===== config.mk =====
export PLATFORM = sky130hd
export DESIGN_NAME = rename_unit
export DESIGN_NICKNAME = d
export VERILOG_FILES = /design/src/rtl/rename_pkg.sv /design/src/rtl/rename_freelist.sv /design/src/rtl/rename_map.sv /design/src/rtl/rename_unit.sv
export SDC_FILE = /design/constraint.sdc
export NUM_CORES = 1
export LEC_CHECK = 0
export ABC_AREA = 1
export CAP_MARGIN = 5
export CELL_PAD_IN_SITES_DETAIL_PLACEMENT = 1
export CELL_PAD_IN_SITES_GLOBAL_PLACEMENT = 2
export CORE_ASPECT_RATIO = 1.1
export CORE_MARGIN = 1
export CORE_UTILIZATION = 39
export DETAILED_ROUTE_END_ITERATION = 6
export PLACE_DENSITY_LB_ADDON = 0.15
export SLEW_MARGIN = 15
export SYNTH_ARGS = -nofsm -noshare
export SYNTH_HDL_FRONTEND = slang
export SYNTH_SLANG_ARGS = --single-unit

===== constraint.sdc =====
create_clock -name clk -period 15.6 [get_ports clk]
set_clock_uncertainty 0.05 [all_clocks]
set_input_delay 4.68 -clock clk [delete_from_list [all_inputs] [get_ports clk]]
set_output_delay 4.68 -clock clk [all_outputs]
set_load 0.02 [all_outputs]

===== src/rtl/rename_pkg.sv =====
package rename_pkg;

  // A destination is allocated only for a real write to a non-zero register.
  function automatic logic needs_dest(input logic has_dst, input logic dst_nonzero);
    return has_dst & dst_nonzero;
  endfunction

endpackage


===== src/rtl/rename_freelist.sv =====
module rename_freelist #(
  parameter int ARCH_REGS = 32,
  parameter int PHYS_REGS = 64
) (
  input  logic                          clk,
  input  logic                          rst_n,
  input  logic                          alloc_en_i,
  input  logic                          free_a_v_i,
  input  logic [$clog2(PHYS_REGS)-1:0]  free_a_tag_i,
  input  logic                          free_b_v_i,
  input  logic [$clog2(PHYS_REGS)-1:0]  free_b_tag_i,
  output logic                          empty_o,
  output logic [$clog2(PHYS_REGS)-1:0]  alloc_tag_o
);
  localparam int PW = $clog2(PHYS_REGS);
  localparam logic [PHYS_REGS-1:0] INIT_FREE = {PHYS_REGS{1'b1}} << ARCH_REGS;

  logic [PHYS_REGS-1:0] free_q, free_d;
  logic                 upd_en;

  // Lowest-numbered free register wins.
  always_comb begin
    alloc_tag_o = '0;
    for (int i = PHYS_REGS - 1; i >= 0; i--) begin
      if (free_q[i]) alloc_tag_o = PW'(i);
    end
  end

  assign empty_o = ~|free_q;
  assign upd_en  = alloc_en_i | free_a_v_i | free_b_v_i;

  always_comb begin
    free_d = free_q;
    if (alloc_en_i) free_d[alloc_tag_o]  = 1'b0;
    if (free_a_v_i) free_d[free_a_tag_i] = 1'b1;
    if (free_b_v_i) free_d[free_b_tag_i] = 1'b1;
  end

  always_ff @(posedge clk or negedge rst_n) begin
    if (!rst_n)      free_q <= INIT_FREE;
    else if (upd_en) free_q <= free_d;
  end

  assert_alloc_taken_R2: assert property (@(posedge clk) disable iff (!rst_n)
    alloc_en_i && !empty_o && !free_a_v_i && !free_b_v_i |=> !free_q[$past(alloc_tag_o)]);

  assert_commit_free_R9: assert property (@(posedge clk) disable iff (!rst_n)
    free_a_v_i |=> free_q[$past(free_a_tag_i)]);

  assert_squash_free_R9: assert property (@(posedge clk) disable iff (!rst_n)
    free_b_v_i |=> free_q[$past(free_b_tag_i)]);

endmodule


===== src/rtl/rename_map.sv =====
module rename_map #(
  parameter int ARCH_REGS = 32,
  parameter int PHYS_REGS = 64
) (
  input  logic                          clk,
  input  logic                          rst_n,
  input  logic [$clog2(ARCH_REGS)-1:0]  src1_i,
  input  logic [$clog2(ARCH_REGS)-1:0]  src2_i,
  input  logic [$clog2(ARCH_REGS)-1:0]  dst_i,
  input  logic                          wr_en_i,
  input  logic [$clog2(PHYS_REGS)-1:0]  wr_tag_i,
  input  logic                          ckpt_en_i,
  input  logic                          restore_i,
  output logic [$clog2(PHYS_REGS)-1:0]  psrc1_o,
  output logic [$clog2(PHYS_REGS)-1:0]  psrc2_o,
  output logic [$clog2(PHYS_REGS)-1:0]  pold_o
);
  localparam int PW = $clog2(PHYS_REGS);
  localparam int MW = ARCH_REGS * PW;

  function automatic logic [MW-1:0] identity_map();
    logic [MW-1:0] m;
    m = '0;
    for (int i = 0; i < ARCH_REGS; i++) m[i*PW +: PW] = PW'(i);
    return m;
  endfunction

  localparam logic [MW-1:0] INIT_MAP = identity_map();

  logic [MW-1:0] map_q, map_d, ckpt_q, ckpt_d;
  logic          map_en;

  // Reads use the map as it stands before this cycle's write.
  assign psrc1_o = map_q[src1_i*PW +: PW];
  assign psrc2_o = map_q[src2_i*PW +: PW];
  assign pold_o  = map_q[dst_i*PW +: PW];

  assign map_en = restore_i | wr_en_i;

  always_comb begin
    map_d = map_q;
    if (restore_i)    map_d = ckpt_q;
    else if (wr_en_i) map_d[dst_i*PW +: PW] = wr_tag_i;
  end

  // The saved copy includes the branch's own update.
  assign ckpt_d = map_d;

  always_ff @(posedge clk or negedge rst_n) begin
    if (!rst_n)      map_q <= INIT_MAP;
    else if (map_en) map_q <= map_d;
  end

  always_ff @(posedge clk or negedge rst_n) begin
    if (!rst_n)         ckpt_q <= INIT_MAP;
    else if (ckpt_en_i) ckpt_q <= ckpt_d;
  end

  assert_restore_map_R8: assert property (@(posedge clk) disable iff (!rst_n)
    restore_i |=> map_q == $past(ckpt_q));

  assert_r0_src1_R10: assert property (@(posedge clk) disable iff (!rst_n)
    src1_i == '0 |-> psrc1_o == '0);

  assert_r0_src2_R10: assert property (@(posedge clk) disable iff (!rst_n)
    src2_i == '0 |-> psrc2_o == '0);

  assert_write_seen_R2: assert property (@(posedge clk) disable iff (!rst_n)
    wr_en_i && !restore_i |=> map_q[$past(dst_i)*PW +: PW] == $past(wr_tag_i));

endmodule


===== src/rtl/rename_unit.sv =====
module rename_unit #(
  parameter int ARCH_REGS = 32,
  parameter int PHYS_REGS = 64,
  localparam int AW = $clog2(ARCH_REGS),
  localparam int PW = $clog2(PHYS_REGS)
) (
  input  logic          clk,
  input  logic          rst_n,
  input  logic          rn_valid,
  input  logic          rn_has_dst,
  input  logic [AW-1:0] rn_dst,
  input  logic [AW-1:0] rn_src1,
  input  logic [AW-1:0] rn_src2,
  input  logic          rn_branch,
  input  logic          mispredict,
  input  logic          cm_free_valid,
  input  logic [PW-1:0] cm_free_tag,
  input  logic          sq_free_valid,
  input  logic [PW-1:0] sq_free_tag,
  output logic          rn_stall,
  output logic [PW-1:0] rn_psrc1,
  output logic [PW-1:0] rn_psrc2,
  output logic [PW-1:0] rn_pdst,
  output logic [PW-1:0] rn_pold
);
  import rename_pkg::*;

  logic          need_dst, fire, alloc, fl_empty;
  logic [PW-1:0] fl_tag, map_pold;

  assign need_dst = needs_dest(rn_has_dst, rn_dst != '0);
  assign rn_stall = rn_valid & (mispredict | (need_dst & fl_empty));
  assign fire     = rn_valid & ~rn_stall;
  assign alloc    = fire & need_dst;

  assign rn_pdst  = alloc ? fl_tag   : '0;
  assign rn_pold  = alloc ? map_pold : '0;

  rename_freelist #(.ARCH_REGS(ARCH_REGS), .PHYS_REGS(PHYS_REGS)) u_freelist (
    .clk          (clk),
    .rst_n        (rst_n),
    .alloc_en_i   (alloc),
    .free_a_v_i   (cm_free_valid),
    .free_a_tag_i (cm_free_tag),
    .free_b_v_i   (sq_free_valid),
    .free_b_tag_i (sq_free_tag),
    .empty_o      (fl_empty),
    .alloc_tag_o  (fl_tag)
  );

  rename_map #(.ARCH_REGS(ARCH_REGS), .PHYS_REGS(PHYS_REGS)) u_map (
    .clk       (clk),
    .rst_n     (rst_n),
    .src1_i    (rn_src1),
    .src2_i    (rn_src2),
    .dst_i     (rn_dst),
    .wr_en_i   (alloc),
    .wr_tag_i  (fl_tag),
    .ckpt_en_i (fire & rn_branch),
    .restore_i (mispredict),
    .psrc1_o   (rn_psrc1),
    .psrc2_o   (rn_psrc2),
    .pold_o    (map_pold)
  );

  assert_stall_empty_R6: assert property (@(posedge clk) disable iff (!rst_n)
    rn_valid && rn_stall && !mispredict |-> fl_empty);

  assert_mispredict_stall_R8: assert property (@(posedge clk) disable iff (!rst_n)
    rn_valid && mispredict |-> rn_stall);

  assert_no_dst_R5: assert property (@(posedge clk) disable iff (!rst_n)
    rn_valid && !need_dst |-> !rn_stall || mispredict);

endmodule


==> qor_table.md <==
| Quantity | Reported | Unit |
| --- | --- | --- |
| Final Hold Vio Count | 0 | - |
| Area growth from synthesis to final layout | 11.4 | % |
| Ratio of final minimum period to clock period | 87.1 | % |
| Count of unresolved DRC violations after routing | 0 | - |
| Clock tree root buffer cell | clkbuf_16 | - |
| Register-to-Register Path Depth | 22 | - |
| Capture instance of the worst register-to-register path | u_map.ckpt_q[66] | - |
| Register area share after synthesis | 40.5 | % |
| Fraction of power spent switching nets | 39.8 | % |
| Startpoint type of the worst setup path | input pin | - |
| Per-cell via count in the routed design | 6.18 | - |
| Ys async rst share | 100 | % |
| Total number of clock tree sinks | 448 | - |
| Setup repair after global routing missed its margin | false | - |
| Area inside the core boundary | 71,800 | µm² |
| Final #Nets | 4,049 | - |
| Dominant cell type by count on the critical path | clkdlybuf4s50_1 | - |
| Routability Congestion | 1.03 | - |
| Count of synthesis-stage warnings from yosys | 0 | - |
| Critical path buffer and inverter count | 4 | - |
| Wire length of the first global-routing pass | 211 | mm |
| Cell Pwr Density | 138 | nW/µm² |
| Sum Neg Setup Slack | 0 | ns |
| Number of top-level pins | 60 | - |
| Post-synth EDFFs | 0 | - |
| Overall power | 0.00433 | W |
| Slew @ Worst Pin | 1.24 | ns |
| Pre-Repair DR Iteration Count | 5 | - |
| Peak supply drop | 0.0910 | mV |
| Clock buffer count from CTS | 54 | - |
| Routed wire length per instance | 29.1 | µm |
| Internal power of the cells | 0.00261 | W |
| CP Data Required Time | 10.87 | ns |
| Reg-to-reg critical path startpoint | u_freelist.free_q[40] | - |
| Worst Hold Endpoint | u_map.ckpt_q[102] | - |
| Relative slew slack | 16.9 | % |
| Detailed placement HPWL | 100 | mm |
| Die footprint | 73,500 | µm² |
| Power share of the clock group | 30.8 | % |
| Peak per-stage delay on the critical path | 0.74 | ns |
| Result of the run | finished, final reports clean | - |
| Simple logic cell fraction of the synthesized area | 22.4 | % |
| Most used flip-flop cell after synthesis | dfrtp_1 | - |
| Final-layout worst hold slack | 0.417 | ns |
| Via count of the first global-routing pass | 29.9k | - |
| Largest buffer count on any clock path | 3 | - |
| Clock latency on the worst-skew pair | 0.65 | ns |
| Number of fill cells in the layout | 9,109 | - |
| Worst Min Path Start | u_map.ckpt_q[102] | - |
| Antenna violations before repair | 9 | - |
| Share of post-route cells with drive strength above 1 | 9.96 | % |
| Switching component of the power | 0.00173 | W |
| Vias | 30.9k | - |
| Remaining antenna violation count after routing | 0 | - |
| Number of gates resized after CTS | 0 | - |
| Final critical path time including I/O delays and setup | 13.59 | ns |
| Part of the total power dissipated in sequential elements | 39.8 | % |
| Post-synthesis compound-gate area fraction | 26.4 | % |
| Count of cells along the worst hold path | 2 | - |
| Dpl cell area | 29,700 | µm² |
| Unique cell type count in the Yosys netlist | 49 | - |
| Die outline width | 259 | µm |
| Cell area after layout | 31,500 | µm² |
| Number of maximum-capacitance constraint violations | 0 | - |
| Synthesized area divided by synthesized cell count | 6.97 | µm² |
| Port Buffer Count | 59 | - |
| Buffers inserted by post-CTS timing repair | 0 | - |
| Adder and majority cell fraction of the synthesized area | 0.646 | % |
| Maximum level of the CTS H-tree | 2 | - |
| Setup-violating endpoint count in the final report | 0 | - |
| Pin count of the biggest net entering global routing | 155 | - |
| CTS tree | built | - |
| Category of the critical setup timing path | in -> out | - |
| Register-to-register path setup slack | 9.65 | ns |
| Kind of end point of the critical path | output pin | - |
| Final slew viol count | 0 | - |
| Vertical die dimension | 284 | µm |
| Clock slew at reported path FFs | 0.06 | ns |
| Combinational family with the most area after synthesis | compound AO/OA/AOI/OAI gates | - |
| Worst path cell trace | clkdlybuf4s50_1 > buf_4 > inv_1 > ha_1 > a31oi_1 > nand3_1 > nand2_1 > nor2_1 > nand2_4 > nor3_1 > clkdlybuf4s50_1 | - |
| Post-CTS Hold Fix Bufs | 0 | - |
| Post-synthesis mux area share | 0.177 | % |
| Combinational cell fraction of total power | 29.4 | % |
| Starting utilization of the core area | 39.4 | % |
| Worst path arrival time | 8.86 | ns |
| Site row count | 103 | - |
| Total Routing Usage GR | 39.3 | % |
| Maximum frequency from static timing analysis | 0.0736 | GHz |
| Static leakage | 13.2 | nW |
| Path category of the worst min-delay check | reg -> reg | - |
| Count of routing violations after the opening detailed-route iteration | 3,240 | - |
| Max FO, Critical Path | 22 | - |
| Post-synthesis xor/xnor area fraction | 0.0930 | % |
| Instance count of the mapped netlist | 4,055 | - |
| Netlist area before placement | 28,300 | µm² |
| Critical path's slowest cell | inv_1 | - |
| Register bit count reported by yosys | 448 | - |
| Final routed wirelength across all metal layers | 145 | mm |
| Number of nets in the synthesized netlist | 4,104 | - |
| Grt total ovfl | 0 | - |
| Kind of cell adding the most delay to the critical path | buffers and inverters | - |
cell families after synthesis:
| group | Yosys count |
|---|---|
| xor+xnor | 3 |
| simple gates | 1549 |
| compound gates | 1309 |
| buf+inv | 727 |
| mux | 5 |
| fa+ha+maj | 14 |
| flops | 448 |
stage by stage:
step / setup WS, ns / utilization, % / std cells
floorplan: 3.64 / - / 4055
global placement: 2.34 / 41.3 / 4889
detailed placement: 2.30 / 41.3 / 4889
CTS: 2.30 / 43.8 / 4990
global route: 2.04 / 43.9 / 4993
finish: 2.01 / 43.9 / 4996
worst max path at each step:
stage / startpoint / depth (start not counted) / to / slack, ns
floorplan: rn_dst[1] / 14 / rn_pold[1] / 3.64
global placement: rn_dst[3] / 11 / rn_pold[2] / 2.34
detailed placement: rn_dst[3] / 11 / rn_pold[2] / 2.30
CTS: rn_dst[3] / 11 / rn_pold[2] / 2.30
global route: rn_dst[3] / 11 / rn_pold[2] / 2.04
finish: rn_dst[3] / 11 / rn_pold[2] / 2.01
power groups by stage:
stage               logic [W]  clock network (W)  registers [W]
global route          0.00137            0.00138        0.00174
finish                0.00127            0.00134        0.00172
global placement      0.00121                  0        0.00172
floorplan            0.000748                  0        0.00162
CTS                   0.00124            0.00135        0.00171
detailed placement    0.00123                  0        0.00173
area by class of cell:
class	instances	area (µm²)	share of cell area [%]
Sequential cell	448	11500	36.4
Clock inverter	15	233	0.739
Tap cell	945	1180	3.75
Multi-Input combinational cell	2880	14100	44.7
Inverter	496	1880	5.96
Antenna cell	6	15.0	0.0477
Timing Repair Buffer	120	1060	3.37
Clock buffer	86	1590	5.05
synth_stat cells (3+ instances only):
cell,n,area [µm²]
a211oi_1,15,113
a21boi_0,4,30.0
a21oi_1,313,1570
a22oi_1,9,67.6
a31oi_1,25,156
a32oi_1,11,96.3
buf_1,20,75.1
buf_2,10,50.1
buf_6,3,33.8
clkbuf_1,198,743
clkinv_1,8,30.0
dfrtp_1,256,6410
dfstp_2,192,5040
ha_1,13,163
inv_1,487,1830
mux2i_1,5,50.1
nand2_1,894,3360
nand2_2,10,62.6
nand3_1,182,911
nand3_2,4,40.0
nand3b_1,3,22.5
nand4_1,19,119
nor2_1,347,1300
nor3_1,52,260
nor4_1,6,37.5
o211ai_1,90,676
o21a_1,17,128
o21ai_0,657,3290
o21ai_1,13,65.1
o21ai_2,6,52.6
o21bai_1,3,22.5
o221ai_1,90,788
o22ai_1,24,150
o311ai_0,11,96.3
o31ai_1,11,82.6
or2_1,5,31.3
or2_2,24,150
xor2_1,3,26.3
registers in the layout, summed over array words and instances, names as in the netlist:
name	cells
u_freelist.free_q	64
u_map.ckpt_q	192
u_map.map_q	192
worst reg2reg max path, cell delays in order, from the launching register on:
cell      delay, ns
dfstp_2        0.57
nor2_1         0.06
nand2_1        0.09
nor2_1         0.05
inv_1          0.06
nor2_1         0.05
inv_1          0.06
nor4_1         0.10
nand3_1        0.13
nand2_1        0.07
nor2_1         0.30
nand2_4        0.37
nor2_1         0.52
inv_1          0.33
nor2_1         0.57
inv_1          0.45
nor2_1         0.29
inv_1          0.21
o21ai_0        0.69
nand3_1        0.33
a21boi_0       0.32
nand2_1        0.08
o21ai_0        0.11
layout by cell type, fill, tap and decap left out, drive strengths merged, types with 12 or more instances in the layout:
master / synthesis / layout
a31oi: 25 / 25
clkdlybuf4s50: 0 / 52
dfstp: 192 / 192
o21ai: 676 / 676
nor3: 52 / 52
o211ai: 90 / 90
nand2: 906 / 906
nand3: 186 / 186
ha: 13 / 13
or2: 29 / 29
dfrtp: 256 / 256
o21a: 17 / 17
o22ai: 24 / 24
a211oi: 15 / 15
nor2: 347 / 347
inv: 488 / 493
nand4: 19 / 19
buf: 33 / 68
clkbuf: 198 / 86
a21oi: 313 / 313
o221ai: 90 / 90
clkinv: 8 / 12
per-layer routing:
layer	GRT usage, %	part of all wire (%)	vias up
met5	0	0.023	-
met4	26.2	7.8	6
met2	57.8	43	1595
met3	8.31	9.2	441
met1	51.6	40	15300
li1	-	-	13500
No activity file was read; power rests on OpenSTA's default activity.
